$ cat src/rtl/cursor_ovl_pkg.sv
package cursor_ovl_pkg;
  typedef enum logic [1:0] {
    K_PASS  = 2'd0,
    K_COLOR = 2'd1,
    K_INV   = 2'd2
  } kind_e;

  typedef enum logic [1:0] {
    M_OFF   = 2'd0,
    M_THREE = 2'd1,
    M_XGA   = 2'd2,
    M_XWIN  = 2'd3
  } mode_e;

  localparam int DIM_LOG  = 6;   // cursor is 2**DIM_LOG square
  localparam int WORD_LOG = 4;   // 16-bit image words
endpackage

$ cat src/rtl/cursor_window.sv
module cursor_window
  import cursor_ovl_pkg::*;
#(
  parameter int CW = 12
) (
  input  logic [CW-1:0]            col,
  input  logic [CW-1:0]            line,
  input  logic [CW-1:0]            cx,
  input  logic [CW-1:0]            cy,
  input  logic                     interlace,
  input  logic                     odd_field,
  output logic                     hit,
  output logic [DIM_LOG+2:0]       rd_addr,
  output logic [WORD_LOG-1:0]      bit_sel
);
  localparam logic [CW:0] FULL = (CW+1)'(1 << DIM_LOG);
  localparam logic [CW:0] HALF = (CW+1)'(1 << (DIM_LOG-1));

  logic [CW:0]        dx, dy;
  logic               hit_x, hit_y;
  logic [DIM_LOG-1:0] row;

  always_comb begin
    dx    = {1'b0, col} + FULL - {1'b0, cx};
    dy    = {1'b0, line} + (interlace ? HALF : FULL) - {1'b0, cy};
    hit_x = (dx[CW:DIM_LOG] == '0);
    if (interlace) begin
      hit_y = (dy[CW:DIM_LOG-1] == '0);
      row   = {dy[DIM_LOG-2:0], odd_field};
    end else begin
      hit_y = (dy[CW:DIM_LOG] == '0);
      row   = dy[DIM_LOG-1:0];
    end
    hit     = hit_x && hit_y;
    rd_addr = {row, dx[DIM_LOG-1:WORD_LOG], 1'b0};
    bit_sel = dx[WORD_LOG-1:0];
  end
endmodule

$ cat src/rtl/cursor_pixmap.sv
module cursor_pixmap
  import cursor_ovl_pkg::*;
#(
  parameter int PW = 24
) (
  input  mode_e          mode,
  input  logic [1:0]     code,
  input  logic [PW-1:0]  color1,
  input  logic [PW-1:0]  color2,
  input  logic [PW-1:0]  color3,
  input  logic [PW-1:0]  under_px,
  output kind_e          kind,
  output logic [PW-1:0]  px
);
  always_comb begin
    kind = K_PASS;
    px   = under_px;
    unique case (mode)
      M_THREE: begin
        unique case (code)
          2'd1:    begin kind = K_COLOR; px = color1; end
          2'd2:    begin kind = K_COLOR; px = color2; end
          2'd3:    begin kind = K_COLOR; px = color3; end
          default: ;
        endcase
      end
      M_XGA: begin
        unique case (code)
          2'd0:    begin kind = K_COLOR; px = color1; end
          2'd1:    begin kind = K_COLOR; px = color2; end
          2'd3:    begin kind = K_INV;   px = ~under_px; end
          default: ;
        endcase
      end
      M_XWIN: begin
        unique case (code)
          2'd2:    begin kind = K_COLOR; px = color1; end
          2'd3:    begin kind = K_COLOR; px = color2; end
          default: ;
        endcase
      end
      default: ;
    endcase
  end
endmodule

$ cat src/rtl/cursor_overlay.sv
module cursor_overlay
  import cursor_ovl_pkg::*;
#(
  parameter int CW = 12,
  parameter int PW = 24
) (
  input  logic          clk,
  input  logic          rst_n,
  input  logic          pix_valid,
  input  logic [CW-1:0] pix_col,
  input  logic [CW-1:0] pix_line,
  input  logic [PW-1:0] under_px,
  input  logic [CW-1:0] cur_x,
  input  logic [CW-1:0] cur_y,
  input  logic [1:0]    mode,
  input  logic          interlace,
  input  logic          odd_field,
  input  logic [PW-1:0] color1,
  input  logic [PW-1:0] color2,
  input  logic [PW-1:0] color3,
  output logic [8:0]    rd_addr,
  input  logic [15:0]   rd_plane0,
  input  logic [15:0]   rd_plane1,
  output logic          out_valid,
  output logic [1:0]    out_kind,
  output logic [PW-1:0] out_px
);
  localparam int WBITS = 1 << WORD_LOG;

  logic                hit;
  logic [WORD_LOG-1:0] bit_sel;
  logic [WORD_LOG-1:0] msb_idx;
  logic [1:0]          code;
  mode_e               eff_mode;
  kind_e               kind_d;
  logic [PW-1:0]       px_d;

  cursor_window #(.CW(CW)) u_win (
    .col       (pix_col),
    .line      (pix_line),
    .cx        (cur_x),
    .cy        (cur_y),
    .interlace (interlace),
    .odd_field (odd_field),
    .hit       (hit),
    .rd_addr   (rd_addr),
    .bit_sel   (bit_sel)
  );

  always_comb begin
    msb_idx  = WORD_LOG'(WBITS - 1) - bit_sel;
    code     = {rd_plane1[msb_idx], rd_plane0[msb_idx]};
    eff_mode = hit ? mode_e'(mode) : M_OFF;
  end

  cursor_pixmap #(.PW(PW)) u_map (
    .mode     (eff_mode),
    .code     (code),
    .color1   (color1),
    .color2   (color2),
    .color3   (color3),
    .under_px (under_px),
    .kind     (kind_d),
    .px       (px_d)
  );

  // next-state
  logic          valid_nx;
  logic [1:0]    kind_nx;
  logic [PW-1:0] px_nx;

  always_comb begin
    valid_nx = pix_valid;
    kind_nx  = out_kind;
    px_nx    = out_px;
    if (pix_valid) begin
      kind_nx = kind_d;
      px_nx   = px_d;
    end
  end

  // registers
  always_ff @(posedge clk or negedge rst_n) begin
    if (!rst_n) begin
      out_valid <= 1'b0;
      out_kind  <= K_PASS;
      out_px    <= '0;
    end else begin
      out_valid <= valid_nx;
      out_kind  <= kind_nx;
      out_px    <= px_nx;
    end
  end
endmodule

$ cat config.mk
export PLATFORM = sky130hd
export DESIGN_NAME = cursor_overlay
export DESIGN_NICKNAME = d
export VERILOG_FILES = /design/src/rtl/cursor_ovl_pkg.sv /design/src/rtl/cursor_window.sv /design/src/rtl/cursor_pixmap.sv /design/src/rtl/cursor_overlay.sv
export SDC_FILE = /design/constraint.sdc
export NUM_CORES = 1
export LEC_CHECK = 0
export CORE_MARGIN = 5
export CORE_UTILIZATION = 30
export DETAILED_ROUTE_END_ITERATION = 12
export DONT_BUFFER_PORTS = 1
export HOLD_SLACK_MARGIN = 0.06
export PLACE_DENSITY = 0.55
export SLEW_MARGIN = 40
export SYNTH_ARGS = -nofsm -noshare
export SYNTH_HDL_FRONTEND = slang
export SYNTH_SLANG_ARGS = --single-unit
$ cat constraint.sdc
create_clock -name clk -period 5.5 [get_ports clk]
set_input_delay 0.825 -clock clk [delete_from_list [all_inputs] [get_ports clk]]
set_output_delay 0.825 -clock clk [all_outputs]
set_load 0.03 [all_outputs]
# ---- Yosys cells after proc, flatten, opt, wreduce, memory -nomap -nowiden
# Index checks and enable logic that the tools add are counted.
dict set report classes {
  n_eq_ne 6
  bitwise 1
  n_mux 16
  addsub 5
  n_lt_le_gt_ge 1
  n_reduce_logical 8
}
# op n
set op_table {}
lappend op_table {{24-bit case mux with 3 select lines} 3}
lappend op_table {{24-bit case mux with 2 select lines} 1}
lappend op_table {{13-bit by 12-bit subtractor with 13-bit output} 2}
lappend op_table {{24-bit inverter} 1}
lappend op_table {{7-bit logical NOT} 2}
lappend op_table {{12-bit by 13-bit adder with 13-bit output} 1}
lappend op_table {{12-bit by 7-bit adder with 13-bit output (second input constant)} 1}
lappend op_table {{1-bit binary-select mux with 4-bit select} 2}
lappend op_table {{2-bit equality test (second input constant)} 4}
lappend op_table {{8-bit logical NOT} 1}
lappend op_table {{7-bit two-way mux} 1}
lappend op_table {{6-bit two-way mux} 1}
lappend op_table {{2-bit case mux with 3 select lines} 1}
lappend op_table {{4-bit by 5-bit less-than comparator with 1-bit output (second input constant)} 1}
lappend op_table {{1-bit two-way mux} 5}
lappend op_table {{2-bit by 1-bit equality test with 1-bit output (second input constant)} 2}
lappend op_table {{2-bit case mux with 2 select lines} 1}
lappend op_table {{2-bit OR reduction} 2}
lappend op_table {{4-bit subtractor (first input constant)} 1}
lappend op_table {{3-bit OR reduction} 1}
lappend op_table {{2-bit logical NOT} 1}
lappend op_table {{2-bit two-way mux} 1}
lappend op_table {{1-bit logical AND} 1}
dict set report word_totals {
  wordCells 40
  reg_bits 27
  inputBits 183
  output_inout_bits 36
}

# ---- Longest topological paths before layout
# Gate-level depths: netlist of the first run.
dict set report depth {
  word_depth 9
  depth_mapped 16
  ltp_nobuf 14
}

# ---- Cells and area by module
# Synthesis of the first run repeated with hierarchy kept, for this count alone.
dict set report hier_totals {
  cells_unflattened 604
  hier_area_um2 5066.1
}
# mod cells_per_inst n_inst seq_area_each_um2 area_each_um2
set by_module_without_submodules {}
lappend by_module_without_submodules {cursor_pixmap 326 1 0.0 2297.2}
lappend by_module_without_submodules {cursor_window 199 1 0.0 1503.9}
lappend by_module_without_submodules {cursor_overlay 79 1 675.6 1265.0}

# ---- Worst setup path after synthesis of the first run
# OpenSTA, ideal clock, no wires.
dict set report synth_timing {
  kind {input port to flip-flop}
  start {in cur_y[1]}
  end {reg out_px[10]}
  cell_stages 13
  t_arrival_ps 4118
  slack_ps 1258
  setup_time_ps 124
  required_time_ps 5376
  n_path_buf 1
  cell_sequence {inv_1 > ha_1 > ha_1 > fa_1 > a211o_1 > a31oi_1 > mux2i_1 > o21ai_1 > or4_4 > or4_4 > buf_6 > and3_1 > a211o_1}
}
dict set report synth_via {
  elab_chain_cells 7
  elab_cells_between_ends 10
  classes_between {1 x add/sub; 3 x eq/ne; 3 x mux; 3 x reduce/logical}
}
# element line
set synth_lines {}
lappend synth_lines {{start: declaration} cursor_overlay.sv:14} ;# input logic [CW-1:0] cur_y,
lappend synth_lines {{13-bit by 12-bit subtractor with 13-bit output *} cursor_window.sv:25} ;# dy = {1'b0, line} + (interlace ? HALF : FULL) - {1'b0, cy};
lappend synth_lines {{8-bit logical NOT or 7-bit logical NOT (tied branches)} {cursor_window.sv:28, cursor_window.sv:31}}
lappend synth_lines {{1-bit two-way mux *} cursor_window.sv:27} ;# if (interlace) begin
lappend synth_lines {{1-bit logical AND *} cursor_window.sv:34} ;# hit = hit_x && hit_y;
lappend synth_lines {{2-bit two-way mux *} cursor_overlay.sv:53} ;# eff_mode = hit ? mode_e'(mode) : M_OFF;
lappend synth_lines {{2-bit equality test or 2-bit by 1-bit equality test with 1-bit output (tied branches)} cursor_pixmap.sv:18} ;# unique case (mode)
lappend synth_lines {{24-bit case mux with 3 select lines *} cursor_pixmap.sv:18}
lappend synth_lines {{end signal: assignment} cursor_overlay.sv:91} ;# out_px <= px_nx;
lappend synth_lines {{end: declaration} cursor_overlay.sv:26} ;# output logic [PW-1:0] out_px
# Every way passes the cells marked *; elsewhere a longest branch is shown, timed or not.
# A chain may end at the register's enable or synchronous reset.

# ---- Worst setup path in the final report of the first run
dict set report layout_timing {
  start {in cur_y[1]}
  end {reg out_px[13]}
}
# The elaborated chain is that of the path after synthesis.

==> flow_summary.toml, run 1 <==
[worst_setup_path]
cp_max_fo = 24
crit_path_start_kind = "input pin"
worst-r2r-cell-count = 3
path_class = "in -> reg"
cp.required_ns = 5.64
cp.arrival_ns = 4.37
end_kind = "flop"

[global_routing]
grt_max_degree = 53
busiest_layer = "met2"
antenna_found_initial = 0
grt_pass1_wl_um = 19720
grt_pass1_vias = 3870
grt.met1_usage = 0.1855
gr-total-overflow = 0
use_met2 = 0.2558
grtUsageTotal = 0.1461
grt_use_met3 = 0.03923

[routing]
wl_um = 12700
drc_errors = 0
wl_per_cell_um = 19.29
ant_nets = 0
drtIter0Drc = 189
vias_per_cell = 5.845
vias = 3846
dr.pass1.iters = 4

[logic_synthesis]
syn-num-nets = 733
ys.flop_type = "dfrtp_1"
synth_edf_count = 0
async_flop_share = 1.000
synth_seq_cells = 27
synth_cell_types = 64
syn_inst = 502
synth_seq_area_share = 0.1637
synth.avg_cell_area_um2 = 8.223
synth_area_um2 = 4128
yosysWarnings = 0

[placement]
dp_slack_ns = 0.9176
gp_congestion = 0.8409
hpwlAfterDp_um = 10500
dp_cells = 654
io_buffers = 0

[sta]
setup_violations = 0
slew_headroom = 0.5110
finalHoldViolCount = 0
worst_slack_ns = 1.277
period_needed_ns = 4.223
period_share = 0.7677
worst_slew_pin_slew_ns = 0.7282
finClkSkew_ns = 0
hold-worst-slack_ns = 0.2479
rsz0062_at_grt = "no"
max_freq_mhz = 236.8
setup-tns-final_ns = 0
drv_slew = 0

[cells_and_area]
num_antenna_cells = 0
area_delta_synth_final_pct = 5.305
drive_above_1_share = 0.08921
final_nets = 714
finalNonFillerCells = 658
num-fill-cells = 1412

[clock_network]
cts_max_path_buffers = 2
cts_setup_buffers = 0
cts-root-buf = "clkbuf_16"
clk_pin_slew_ns = 0.07
cts_tree = "done"
cts-resized-gates = 0
insertion_delay_ns = 0.26
cts_made_buffers = 3
clkSinkCount = 27
holdBufCountCts = 0
htree_levels = 1

[power_and_ir_drop]
ir_drop_uv = 147.0
leakagePower_uw = 0.002049
finalPower_uw = 1159
power_density_nw_per_um2 = 266.8

[floorplan]
rows = 42
start_util = 0.3092
die_area_um2 = 16210
io_pins = 219
core_um2 = 13350
die_h_um = 127.3
fp.dieW_um = 127.3

[run_status]
status = "finished, final reports clean"

[worst_hold_path]
min_path_type = "in -> async"

[job]
drv_cap = 0
[path summary, 6_finish.rpt]
path | start | endpoint | slack [ns]
setup / recovery | cur_y[1] | out_px[13]$_DFFE_PN0P_ | 1.28
hold / removal | rst_n | out_valid$_DFF_PN0_ | 0.25
setup reg to reg | out_px[12]$_DFFE_PN0P_ | out_px[12]$_DFFE_PN0P_ | 4.21
hold reg to reg | out_kind[0]$_DFFE_PN0P_ | out_kind[0]$_DFFE_PN0P_ | 0.72
max in group asynchronous | rst_n | out_kind[1]$_DFFE_PN0P_ | 5.17
min in group clk | pix_valid | out_valid$_DFF_PN0_ | 0.60
[kinds of logic (layout without fill, tap and decap cells)]
family,after synthesis,after routing,synth area share
other,1,1,0.0009085
DFF,27,27,0.1637
xor gates and xnor gates,12,12,0.02546
and+or+nand+nor,181,181,0.2413
adders and majority gates,48,48,0.1528
muxes,42,42,0.1297
AOI/OAI and AO/OA,121,121,0.2146
buffers and inverters,70,50,0.07154
[critical path, cell delays in order]
cell	delay (ns)
inv_1	0.02
ha_1	0.26
ha_1	0.24
fa_1	0.48
a211o_1	0.33
o21ai_1	0.11
xnor2_1	0.10
a2111oi_0	0.46
nand4b_1	0.28
or4_4	0.74
and3_2	0.28
a211o_1	0.22
[sequential cells by signal, indices dropped and copies added, names as in the netlist]
name,cells
out_kind,2
out_px,24
out_valid,1
[routing by layer]
layer  up-vias  share of wire
met5         -              0
met4         0         0.0078
met3         8          0.084
met2       169           0.48
met1      1835           0.43
li1       1834              -
[final cells by class]
type	count	area (µm²)	area share
clock buffer	3	75.07	0.01727
tap	176	220.2	0.05066
sequential	27	675.6	0.1554
inverter	41	153.9	0.03541
clock inverter	1	7.507	0.001727
timing repair buffer	5	37.54	0.008636
multi-input combinational	405	3177	0.7309
[where the power goes]
group,internal [µW],switching [µW]
Combinational,302,427
Sequential,214,46.6
Clock,98.9,70.6
Total,615,544
[cells in the mapped netlist (3+ instances only)]
master     number  area share
and3_1         19       0.029
nor4_1          5      0.0076
fa_1            4       0.019
mux4_2          9       0.049
nor2b_1        30       0.045
o21ai_1         6      0.0073
a211o_1        24       0.051
a211oi_1        5      0.0091
dfrtp_1        27        0.16
and2_1          4      0.0061
nor2_1         37       0.034
ha_1           44        0.13
nand2b_1        3      0.0045
nor3_1         34       0.041
o21ai_0         9       0.011
nand3_1         7      0.0085
o21a_1          7       0.013
o22ai_1        28       0.042
xnor2_1         7       0.015
and3_2          4      0.0073
xor2_1          5       0.011
inv_1          41       0.037
o2111ai_1       3      0.0064
nand2_1        19       0.017
buf_2          11       0.013
a21oi_1        11       0.013
mux2i_1        31       0.075
clkbuf_1       13       0.012
or4_1           3      0.0055
a21o_1          3      0.0055
[through the flow]
step / cell area, µm² / utilization
2_1_floorplan: 4128 / -
3_3_place_gp: 4259 / 0.3191
3_5_place_dp: 4259 / 0.3191
4_1_cts: 4342 / 0.3253
5_1_grt: 4347 / 0.3256
6_report: 4347 / 0.3256
[cells in the final DEF, fill, tap and decap left out, types with 17 or more instances in the layout]
master,n
ha_1,44
inv_1,41
nor2_1,37
nor3_1,34
mux2i_1,31
nor2b_1,30
o22ai_1,27
dfrtp_1,27
a211o_1,24
and3_1,19
nand2_1,17
No activity file was read; power rests on OpenSTA's default activity.
==> inputs of run 2 (changes only) <==
- clock period: 5.5 -> 4.15 ns (I/O delays scaled with it)
==> run 2 against run 1 <==
Clock skew did not move. Power rose by 36%. Utilization rose by 0.88 points. Wire length rose by 2.9%. First-iteration DRC count rose by 11%. Final cell count rose by 1.8%. Register-to-register slack got worse by 1.4 ns. Count of clock-buffer cells in the layout did not move. Clock power rose by 31%. Sequential power rose by 33%. Non-clock buffer count rose by 12.
==> flow_summary.toml, run 2 (synthesis results as in run 1) <==
[worst_setup_path]
cp.arrival_ns = 4.09
cp_max_fo = 24
worst-r2r-cell-count = 3
path_class = "in -> reg"
cp.required_ns = 4.29
r2r-end = "out_px[12]$_DFFE_PN0P_"
end_kind = "flop"
path_cells = "inv_1 -> ha_1 -> ha_1 -> fa_1 -> a211o_1 -> a31oi_1 -> mux2i_1 -> o21ai_1 -> or4_4 -> or4_4 -> and3_2 -> a211o_1"
rrSetupSlack_ns = 2.85
r2r_start = "out_px[12]$_DFFE_PN0P_"
crit_path_start_kind = "input pin"
slowest_delay_ns = 0.72
cp_slowest_cell = "or4_4"

[global_routing]
antenna_found_initial = 0
grt_max_degree = 53
grtUsageTotal = 0.1526
gr-total-overflow = 0
grt_pass1_vias = 4074
grt_pass1_wl_um = 20720

[clock_network]
cts_setup_buffers = 0
holdBufCountCts = 1
cts-root-buf = "clkbuf_16"
clk_pin_slew_ns = 0.07
cts_max_path_buffers = 2
cts_tree = "done"
clkSinkCount = 27
htree_levels = 1
cts-resized-gates = 0
cts_made_buffers = 3
insertion_delay_ns = 0.26

[sta]
worst_slack_ns = 0.2028
finClkSkew_ns = 0
finalHoldViolCount = 0
period_needed_ns = 3.947
setup_violations = 0
period_share = 0.9511
max_freq_mhz = 253.3
drv_slew = 0
slew_headroom = 0.4842
worst_slew_pin_slew_ns = 0.7736
hold-worst-slack_ns = 0.1709
rsz0062_at_grt = "no"

[placement]
gp_congestion = 0.8526
hpwlAfterDp_um = 10710
placed_area_um2 = 4362
io_buffers = 0
dp_cells = 665
dp_slack_ns = -0.1042

[job]
drv_cap = 0

[cells_and_area]
reg_top3 = "out_px x24, out_kind x2, out_valid x1"
final_nets = 726
area_delta_synth_final_pct = 8.154
num_antenna_cells = 0
fin_area_um2 = 4464
finalNonFillerCells = 670
largest_register_ffs = 24
multiInputGateArea_um2 = 3179
top_register = "out_px"
num-fill-cells = 1408
final_common_cell = "ha_1"
drive_above_1_share = 0.1073
mostFrequentLayoutCells = "ha_1 (44), inv_1 (41), nor2_1 (37)"
ff_latch_area_um2 = 675.6

[routing]
wl_um = 13060
vias = 3867
ant_nets = 0
vias_per_cell = 5.772
wl_per_cell_um = 19.50
drtIter0Drc = 209
dr.pass1.iters = 4
drc_errors = 0

[power_and_ir_drop]
finalPower_uw = 1576
power_density_nw_per_um2 = 352.9
leakagePower_uw = 0.002110
ir_drop_uv = 117.4

[floorplan]
core_um2 = 13350
die_h_um = 127.3
io_pins = 219
rows = 42
fp.dieW_um = 127.3
die_area_um2 = 16210
start_util = 0.3092

[run_status]
status = "finished, final reports clean"

[worst_hold_path]
min_path_type = "in -> async"
## run 2: cell types whose count changed in the layout (fill, tap and decap cells not counted)
cell     before  now
buf_12        0    2
buf_4         5   15
nand2_1      17   19
nand2_2       2    0
o21ai_0       5    6
o21ai_1      10    9
o22ai_2       1    0
o22ai_4       0    1
## run 2: cell type report
type | instances | area share
inverters | 41 | 0.03447
repair buffers | 17 | 0.03419
multi-input cells | 405 | 0.7122
flip-flops and latches | 27 | 0.1513
well taps | 176 | 0.04933
clock inverters | 1 | 0.001682
clock buffers | 3 | 0.01682
## run 2: critical path, delay by kind of cell
kind	cells	cell delay, ns
fa+ha+maj	3	0.92
buf+inv	1	0.02
mux	1	0.22
compound gates	4	0.80
simple gates	3	1.48
## run 2: through the flow
| stage | setup TNS [ns] | utilization |
|---|---|---|
| 3_3_place_gp | 0 | 0.3262 |
| 5_1_grt | 0 | 0.3345 |
| 3_5_place_dp | -1.369 | 0.3268 |
| 4_1_cts | 0 | 0.3345 |
| 2_1_floorplan | 0 | - |
| 6_report | 0 | 0.3345 |
## run 2: routing by layer
metal / track usage / share of wire
met5: 0 / 0
met4: 0.02587 / 0.011
met3: 0.04174 / 0.086
met2: 0.2614 / 0.48
met1: 0.1947 / 0.43
## run 2: power by group
part | leakage, µW | total (µW) | internal [µW] | switching, µW
clock network | 0.0000371 | 222 | 131 | 91.4
registers | 0.000332 | 346 | 284 | 61.7
logic | 0.00174 | 1010 | 421 | 587
total | 0.00211 | 1580 | 836 | 740
## run 2: worst max path at each step
stage,slack (ns),end,from,depth (start not counted)
2_1_floorplan,0.11,out_px[10]$_DFFE_PN0P_,cur_y[1],13
3_3_place_gp,0.002,out_px[14]$_DFFE_PN0P_,cur_y[1],12
3_5_place_dp,-0.10,out_px[23]$_DFFE_PN0P_,cur_y[1],12
4_1_cts,0.19,out_px[23]$_DFFE_PN0P_,cur_y[1],12
5_1_grt,0.07,out_px[13]$_DFFE_PN0P_,cur_y[1],12
6_report,0.20,out_px[23]$_DFFE_PN0P_,cur_y[1],12
